--- src/rtl/plu_bus_slave.sv ---
module plu_bus_slave #(
  parameter int VERSION = 1,
  parameter int SERIAL  = 'h123
) (
  input  logic        clk,
  input  logic        rst_n,
  input  logic [11:0] bus_addr,
  input  logic        bus_wr,
  input  logic        bus_rd,
  input  logic [15:0] bus_wdata,
  output logic [15:0] bus_rdata,
  output logic        bus_ack,
  input  logic [7:0]  in_a,
  input  logic [7:0]  in_b,
  input  logic [7:0]  ram_rdata_a,
  input  logic [7:0]  ram_rdata_b,
  output logic [7:0]  ram_raddr,
  output logic        ram_we_a,
  output logic        ram_we_b,
  output logic [7:0]  ram_widx,
  output logic [7:0]  ram_wdata,
  output logic [10:0] cfg_q,
  output logic [7:0]  addr_a,
  output logic [7:0]  addr_b,
  output logic [7:0]  out_a,
  output logic [7:0]  out_b,
  output logic        swstb_a,
  output logic        swstb_b
);

  localparam logic [11:0] OFS_CFG   = 12'h002;
  localparam logic [11:0] OFS_REG_B = 12'h004;
  localparam logic [11:0] OFS_REG_A = 12'h006;
  localparam logic [11:0] OFS_STB_B = 12'h00A;
  localparam logic [11:0] OFS_STB_A = 12'h00C;
  localparam logic [11:0] OFS_ID0   = 12'h0FA;
  localparam logic [11:0] OFS_ID1   = 12'h0FC;
  localparam logic [11:0] OFS_ID2   = 12'h0FE;
  localparam logic [15:0] ID_CODE   = 16'hFAF5;
  localparam logic [15:0] ID_MAKER  = {6'b000010, 10'b0000011001};
  localparam logic [15:0] ID_REV    = {VERSION[3:0], SERIAL[11:0]};

  logic [11:0] word;
  logic [7:0]  idx;
  logic        win_ram_a, win_ram_b, win_adr_a, win_adr_b;
  logic [15:0] rd_mux;

  assign word      = {bus_addr[11:1], 1'b0};
  assign idx       = bus_addr[8:1];
  assign ram_raddr = idx;
  assign win_ram_a = bus_addr[11:9] == 3'b001;
  assign win_ram_b = bus_addr[11:9] == 3'b010;
  assign win_adr_a = bus_addr[11:9] == 3'b011;
  assign win_adr_b = bus_addr[11:9] == 3'b100;

  always_comb begin
    rd_mux = 16'h0000;
    if (win_ram_a)      rd_mux = {8'h00, ram_rdata_a};
    else if (win_ram_b) rd_mux = {8'h00, ram_rdata_b};
    else begin
      case (word)
        OFS_CFG:   rd_mux = {5'b0, cfg_q};
        OFS_REG_A: rd_mux = {out_b, out_a};
        OFS_REG_B: rd_mux = {in_b, in_a};
        OFS_ID0:   rd_mux = ID_CODE;
        OFS_ID1:   rd_mux = ID_MAKER;
        OFS_ID2:   rd_mux = ID_REV;
        default:   rd_mux = 16'h0000;
      endcase
    end
  end

  always_ff @(posedge clk) begin
    if (!rst_n) begin
      bus_ack   <= 1'b0;
      bus_rdata <= 16'h0000;
      ram_we_a  <= 1'b0;
      ram_we_b  <= 1'b0;
      ram_widx  <= 8'h00;
      ram_wdata <= 8'h00;
      cfg_q     <= 11'h000;
      addr_a    <= 8'h00;
      addr_b    <= 8'h00;
      out_a     <= 8'h00;
      out_b     <= 8'h00;
      swstb_a   <= 1'b0;
      swstb_b   <= 1'b0;
    end else begin
      bus_ack   <= bus_wr | bus_rd;
      bus_rdata <= (bus_rd && !bus_wr) ? rd_mux : 16'h0000;
      ram_we_a  <= bus_wr && win_ram_a;
      ram_we_b  <= bus_wr && win_ram_b;
      swstb_a   <= bus_wr && word == OFS_STB_A && !cfg_q[8];
      swstb_b   <= bus_wr && word == OFS_STB_B && !cfg_q[9];
      if (bus_wr) begin
        if (win_ram_a || win_ram_b) begin
          ram_widx  <= idx;
          ram_wdata <= bus_wdata[7:0];
        end
        if (win_adr_a) addr_a <= idx;
        if (win_adr_b) addr_b <= idx;
        if (word == OFS_CFG)   cfg_q <= bus_wdata[10:0];
        if (word == OFS_REG_A) out_a <= bus_wdata[7:0];
        if (word == OFS_REG_B) out_b <= bus_wdata[7:0];
      end
    end
  end

  p_ack_follows_r1: assert property (@(posedge clk) disable iff (!rst_n)
    (bus_wr || bus_rd) |=> bus_ack);
  p_ack_single_r1: assert property (@(posedge clk) disable iff (!rst_n)
    !(bus_wr || bus_rd) |=> !bus_ack);
  p_cfg_hold_r2: assert property (@(posedge clk) disable iff (!rst_n)
    !bus_wr |=> $stable(cfg_q));
  p_ram_we_r3: assert property (@(posedge clk) disable iff (!rst_n)
    $onehot0({ram_we_a, ram_we_b, swstb_a, swstb_b}));
  p_ram_we_ack_r3: assert property (@(posedge clk) disable iff (!rst_n)
    (ram_we_a || ram_we_b) |-> bus_ack);
  p_adr_hold_r5: assert property (@(posedge clk) disable iff (!rst_n)
    !bus_wr |=> ($stable(addr_a) && $stable(addr_b)));
  p_stb_ack_r6: assert property (@(posedge clk) disable iff (!rst_n)
    (swstb_a || swstb_b) |-> bus_ack);
  p_stb_gate_r7: assert property (@(posedge clk) disable iff (!rst_n)
    (swstb_a |-> !cfg_q[8]) and (swstb_b |-> !cfg_q[9]));
  p_out_hold_r8: assert property (@(posedge clk) disable iff (!rst_n)
    !bus_wr |=> ($stable(out_a) && $stable(out_b)));

endmodule

--- config.mk ---
export PLATFORM = sky130hd
export DESIGN_NAME = plu_bus_slave
export DESIGN_NICKNAME = d
export VERILOG_FILES = /design/src/rtl/plu_bus_slave.sv
export SDC_FILE = /design/constraint.sdc
export NUM_CORES = 1
export LEC_CHECK = 0
export BUFFER_PORTS_ARGS = -buffer_cell sky130_fd_sc_hd__buf_4
export CORE_MARGIN = 1.5
export CORE_UTILIZATION = 48
export DETAILED_ROUTE_END_ITERATION = 10
export PLACE_DENSITY_LB_ADDON = 0.08
export SETUP_SLACK_MARGIN = 0.15
export SLEW_MARGIN = 30
export SYNTH_ARGS = -nofsm -noshare
export SYNTH_HDL_FRONTEND = slang
export SYNTH_SLANG_ARGS = --single-unit
--- constraint.sdc ---
create_clock -name clk -period 2.21 [get_ports clk]
set_input_delay 0.221 -clock clk [delete_from_list [all_inputs] [get_ports clk]]
set_output_delay 0.221 -clock clk [all_outputs]
set_load 0.02 [all_outputs]
==> results of run 1 <==
-- routing by layer --
metal	global-route usage	vias to the layer above	part of all wire	wire [µm]
met5	0	-	0	0
met4	0.07955	0	0.011	101
met3	0.04944	9	0.071	673
met2	0.3933	113	0.47	4463
met1	0.3135	1422	0.45	4229
li1	-	1554	-	-
-- sequential cells by signal, indices dropped and copies added, names as in the netlist --
register / count
swstb_a: 1
out_b: 8
ram_we_b: 1
bus_ack: 1
swstb_b: 1
ram_widx: 8
addr_b: 8
addr_a: 8
out_a: 8
ram_wdata: 8
bus_rdata: 16
cfg_q: 11
ram_we_a: 1
-- stage by stage --
stage	cell area, µm²	worst slack, ps	utilization	power [mW]
6_report	4907	504.8	0.6839	3.053
3_3_place_gp	4674	186.9	0.6514	1.827
4_1_cts	4907	502.0	0.6839	3.069
5_1_grt	4907	440.9	0.6839	3.157
3_5_place_dp	4674	171.5	0.6514	1.829
2_1_floorplan	3538	310.7	-	1.668
-- logic make-up (layout without fill, tap and decap cells) --
group,count (synthesis),after routing,share of synthesized area
buffers and inverters,32,172,0.04703
multiplexers,57,57,0.1662
AO/OA/AOI/OAI,62,62,0.1202
flip-flops,80,80,0.4526
AND/OR/NAND/NOR,140,140,0.2139
-- worst max-delay path by stage --
stage                           start                endpoint  slack [ps]  cells past startpoint
after detailed placement  bus_addr[8]   cfg_q[9]$_SDFFE_PN0P_         170                      5
after global routing      bus_addr[8]   cfg_q[1]$_SDFFE_PN0P_         440                      5
final                     bus_addr[8]  cfg_q[10]$_SDFFE_PN0P_         500                      5
after global placement    bus_addr[8]   cfg_q[5]$_SDFFE_PN0P_         190                      5
after floorplan           bus_addr[8]   cfg_q[8]$_SDFFE_PN0P_         310                      6
after CTS                 bus_addr[8]  cfg_q[10]$_SDFFE_PN0P_         500                      5
-- power by group --
part	internal [mW]	switching, mW	total [mW]
Sequential	1.46	0.00879	1.47
Combinational	0.159	0.168	0.327
Clock	0.742	0.515	1.26
Total	2.36	0.691	3.05
-- layout by cell type, fill, tap and decap left out, types with 8 or more instances in the layout --
cell / count
o21ai_0: 8
mux2i_1: 43
nor3_1: 8
nor2b_1: 45
nand2_1: 48
clkbuf_8: 9
buf_4: 155
a21boi_0: 16
dfxtp_1: 80
nor2_1: 10
a21oi_1: 13
mux2_2: 14
-- Yosys cell counts (2+ instances only) --
master and count:
nor4_1 3, o21ai_0 8, a21oi_1 13, nor2b_1 45, a31oi_1 4, o211ai_1 3
clkbuf_1 17, a22oi_1 5, or4_4 2, mux2i_1 43, nand2_1 48, and3_1 2
a22o_1 7, nand2b_1 4, a32oi_1 2, mux2_2 14, dfxtp_1 80, nand3_1 4
buf_4 10, a21boi_0 16, inv_1 2, or4_1 3, nand3b_1 2, nand4_1 2
nor3_1 8, nor2_1 10
-- cell type report --
type | count | area share
flip-flops and latches | 80 | 0.3264
clock buffers | 9 | 0.02524
multi-input cells | 259 | 0.3623
well taps | 99 | 0.02524
inverters | 2 | 0.001530
clock inverters | 6 | 0.02218
repair buffers | 155 | 0.2371
==> flow_summary_export.csv, run 1 <==
group,metric,value,unit
yosys,synth_top_area_frac,0.4526,
cts,cts_setup_buffers,0,
detailed_routing,ant_nets,0,
die,die_area,0.007896,mm²
yosys,synthArstFlopShare,0,
finish,multiInputGateArea,0.001778,mm²
cts,clkLatencyLatePin,340,ps
global_routing,grt_max_degree,35,
critical_path,crit_path_end_kind,"register",
cts,cts_tree,"yes",
finish,nFillCells,589,
timing,slew_viol_final,0,
critical_path,crit_buf_inv,1,
die,ios,152,
status,status,"finished, final reports clean",
detailed_routing,dr.pass1.iters,4,
global_routing,antenna_found_initial,0,
timing,whs,95.23,ps
critical_path,cpMostUsedCell,"or4_4",
timing,max_freq,0.5864,GHz
worst_hold_path,hold_start,"bus_rd",
placement,place_inst,595,
critical_path,slowest_stage,"or4_4",
timing,slew_headroom,0.5929,
worst_hold_path,hold_path.class,"in2reg",
global_routing,grt_usage,0.2392,
cts,clock_path_buffers,2,
cts,cts_resized,0,
timing,final.period_utilization,0.7716,
critical_path,cp_slowest_stage_delay,680,ps
yosys,yosysSeqAreaShare,0.4526,
cts,numCtsBuffers,9,
yosys,avgSynthCellArea,9.537,µm²
cts,clock-root-buffer,"clkbuf_8",
pwr,power_density,622.1,mW/mm²
detailed_routing,routedWlPerCell,15.52,µm
timing,worst_pin_slew,608.0,ps
placement,routabilityCongestion,0.8234,
finish,diodes,0,
yosys,yosys_warnings,0,
die,design.core.area,0.007176,mm²
die,row_count,31,
timing,min_period,1705,ps
cts,cts.sink_count,80,
finish,seqCellArea,0.001602,mm²
critical_path,crit_type,"in2reg",
detailed_routing,drt-total-wl,9.466,mm
finish,area_growth,38.68,%
critical_path,crit_fanout,11,
die,die_height,88.86,µm
yosys,ys_top_cells_by_area,"dfxtp_1, mux2i_1, nor2b_1, nand2_1, mux2_2",
placement,place_hpwl,6.842,mm
cts,h-tree-depth,3,
timing,setup_viol,0,
yosys,ys_types,40,
pwr,ir_worst_vdd,0.3259,mV
yosys,synthCells,371,
critical_path,worst-r2r-cell-count,4,
detailed_routing,route.detailed.drc,0,
detailed_routing,dr.first_iter.drc_count,147,
detailed_routing,vias,3098,
finish,nNetsFinal,571,
worst_hold_path,hold_depth,2,
timing,rsz0062_at_grt,"false",
worst_hold_path,min_to,"bus_ack$_SDFF_PN0_",
yosys,synth_fp_nets,435,
critical_path,r2r_start,"cfg_q[6]$_SDFFE_PN0P_",
timing,tns,0,ps
detailed_routing,avgViaCountPerCell,5.079,
critical_path,required,2440,ps
global_routing,grt_pass1_vias,2831,
cts,clkTransAtPathRegs,80,ps
finish,drive_gt1_frac,0.3718,
die,fp.dieW,88.86,µm
yosys,synthFlopType,"dfxtp_1",
finish,stdcell_count,610,
timing,hold_viol,0,
yosys,ys_ff_latch,80,
yosys,synth_area_leader_cell,"dfxtp_1",
timing,fin_skew,9.545,ps
critical_path,path_delay_family,"simple AND/OR/NAND/NOR gates",
critical_path,start_kind,"input port",
critical_path,path_cells,"buf_4 > or4_4 > or4_4 > mux2i_1 > nor2b_1",
pwr,p_leak,2.116,nW
global_routing,grt_overflow_total,0,
critical_path,timing.rr.end,"bus_rdata[6]$_SDFF_PN0_",
yosys,synth_edf_count,0,
global_routing,grt_pass1_wl,14.37,mm
cts,cts_hold_buf,0,
die,initial_core_util,0.4931,
critical_path,reg2reg_setup_slack,1030,ps
yosys,synth_area,0.003538,mm²
job,drv_cap,0,
placement,io_buffers,145,
critical_path,worst_ep_arrival_time,1940,ps
Power figures use the tool's default switching activity.
==> run 2: changes to the inputs <==
Settings changed: ABC_AREA set to 1, CORE_UTILIZATION 48 to 47.
Clock period 2.21 ns to 1.8 ns, I/O delays scaled along.
==> flow_summary_export.csv, run 2 <==
group,metric,value,unit
timing,whs,81.70,ps
timing,final.period_utilization,0.6735,
cts,cts.sink_count,80,
critical_path,crit_type,"in2reg",
yosys,synthArstFlopShare,0,
timing,setup_viol,0,
timing,min_period,1212,ps
yosys,synth_area,0.003339,mm²
worst_hold_path,hold_path.class,"in2reg",
pwr,p_leak,2.130,nW
die,die_area,0.007620,mm²
yosys,synth_fp_nets,502,
status,status,"finished, final reports clean",
timing,hold_viol,0,
yosys,synthCells,438,
yosys,synth_edf_count,0,
global_routing,grt_usage,0.2553,
pwr,ir_worst_vdd,0.4213,mV
die,initial_core_util,0.4888,
timing,tns,0,ps
global_routing,grt_pass1_wl,14.88,mm
critical_path,start_kind,"input port",
finish,layout_commonest_cell,"buf_4",
timing,max_freq,0.8248,GHz
finish,area_growth,40.16,%
detailed_routing,avgViaCountPerCell,5.067,
die,design.core.area,0.006832,mm²
detailed_routing,dr.first_iter.drc_count,260,
finish,nNetsFinal,640,
timing,slew_viol_final,0,
yosys,yosys_warnings,0,
placement,routabilityCongestion,0.8191,
finish,top_regs,"bus_rdata (16), cfg_q (11)",
yosys,avgSynthCellArea,7.624,µm²
global_routing,grt_overflow_total,0,
detailed_routing,route.detailed.drc,0,
cts,cts_setup_buffers,0,
detailed_routing,ant_nets,0,
placement,place_inst,661,
finish,diodes,0,
finish,stdcell_count,676,
finish,largest_reg_flops,16,
timing,fin_skew,7.612,ps
detailed_routing,vias,3425,
yosys,synth_area_leader_cell,"dfxtp_1",
timing,slew_headroom,0.7025,
global_routing,antenna_found_initial,0,
timing,rsz0062_at_grt,"false",
yosys,synthFlopType,"dfxtp_1",
critical_path,crit_fanout,11,
finish,fin_util,0.6852,
critical_path,required,2080,ps
global_routing,grt_pass1_vias,3092,
cts,clock-root-buffer,"clkbuf_8",
yosys,synthTopCellsByCount,"dfxtp_1, o21ai_0, nor2_1",
yosys,ys_top_cells_by_area,"dfxtp_1, o21ai_0, a21oi_1, nor2_1, inv_1",
placement,io_buffers,145,
cts,numCtsBuffers,9,
finish,nFillCells,629,
detailed_routing,routedWlPerCell,14.45,µm
yosys,yosysSeqAreaShare,0.4796,
detailed_routing,dr.pass1.iters,5,
cts,h-tree-depth,3,
cts,cts_tree,"yes",
cts,clkLatencyLatePin,340,ps
global_routing,grt_max_degree,35,
cts,clock_path_buffers,2,
detailed_routing,drt-total-wl,9.769,mm
die,ios,152,
finish,drive_gt1_frac,0.3241,
finish,top_register,"bus_rdata",
die,die_height,87.29,µm
die,fp.dieW,87.29,µm
placement,place_hpwl,7.316,mm
critical_path,crit_path_end_kind,"register",
finish,final_cell_mix,"buf_4, o21ai_0, dfxtp_1",
yosys,synth_top_area_frac,0.4796,
cts,clkTransAtPathRegs,80,ps
yosys,ys_ff_latch,80,
cts,cts_hold_buf,0,
timing,worst_pin_slew,444.8,ps
cts,cts_resized,0,
pwr,power_density,797.7,mW/mm²
yosys,ys_types,28,
job,drv_cap,0,
critical_path,worst_ep_arrival_time,1500,ps
die,row_count,30,
==> run 2: cell count changes in the layout (fill, tap and decap cells not counted), sizes merged, moves of 16 or more <==
cell / before / now
inv: 2 / 50
a21oi: 13 / 59
a21boi: 16 / 0
nor2b: 45 / 0
mux2i: 43 / 0
nor2: 10 / 77
o21ai: 8 / 88
==> run 2: through the flow <==
stage	setup slack, ps	instance area [µm²]	power (mW)
finish	587.6	4681	3.734
global route	465.6	4681	3.864
CTS	595.8	4681	3.739
detailed placement	229.0	4461	2.292
global placement	262.1	4461	2.285
floorplan	614.6	3339	2.072
==> run 2: cell type report <==
type / count / area, µm² / share of cell area
clock buffer: 12 / 155.1 / 0.03315
clock inverter: 3 / 65.06 / 0.01390
multi-input combinational: 281 / 1378 / 0.2943
tap: 96 / 120.1 / 0.02566
inverter: 50 / 192.7 / 0.04117
timing repair buffer: 154 / 1169 / 0.2497
sequential: 80 / 1602 / 0.3422
==> run 2: critical path, cell delays in order <==
cell     delay (ps)
buf_4           120
nor2_2          140
nand2_2         120
nor2_8          240
nand2_2         190
buf_4           210
o21ai_1         150
a21oi_1          60
nor2_1           90
==> run 2: worst paths after layout <==
path | startpoint | endpoint | slack [ps] | depth (start not counted)
min reg2reg | cfg_q[6]$_SDFFE_PN0P_ | cfg_q[6]$_SDFFE_PN0P_ | 470 | 2
min | in_b[3] | bus_rdata[11]$_SDFF_PP0_ | 80 | 3
max | bus_addr[10] | bus_rdata[12]$_SDFF_PP0_ | 590 | 9
max reg2reg | cfg_q[4]$_SDFFE_PN0P_ | bus_rdata[4]$_SDFF_PN0_ | 870 | 4
==> run 2: metal layers <==
metal / global-route usage / vias to the layer above / part of all wire
met3: 0.04360 / 15 / 0.067
met1: 0.3343 / 1577 / 0.43
met5: 0 / - / 0
li1: - / 1699 / -
met2: 0.4133 / 134 / 0.49
met4: 0.1111 / 0 / 0.016
==> run 2: kinds of logic (layout without fill, tap and decap cells) <==
group / after synthesis / after routing / synth area share
AND/OR/NAND/NOR: 133 / 133 / 0.1866
flip-flops: 80 / 80 / 0.4796
AO/OA/AOI/OAI: 148 / 148 / 0.2259
buffers and inverters: 77 / 219 / 0.1079
==> run 2: power by group <==
group          leakage (nW)  total, mW  internal, mW  switching [mW]
Sequential            0.648       1.82          1.81          0.0185
Clock                 0.112       1.48         0.849           0.632
Combinational          1.37      0.428         0.189           0.239
Total                  2.13       3.73          2.84           0.890
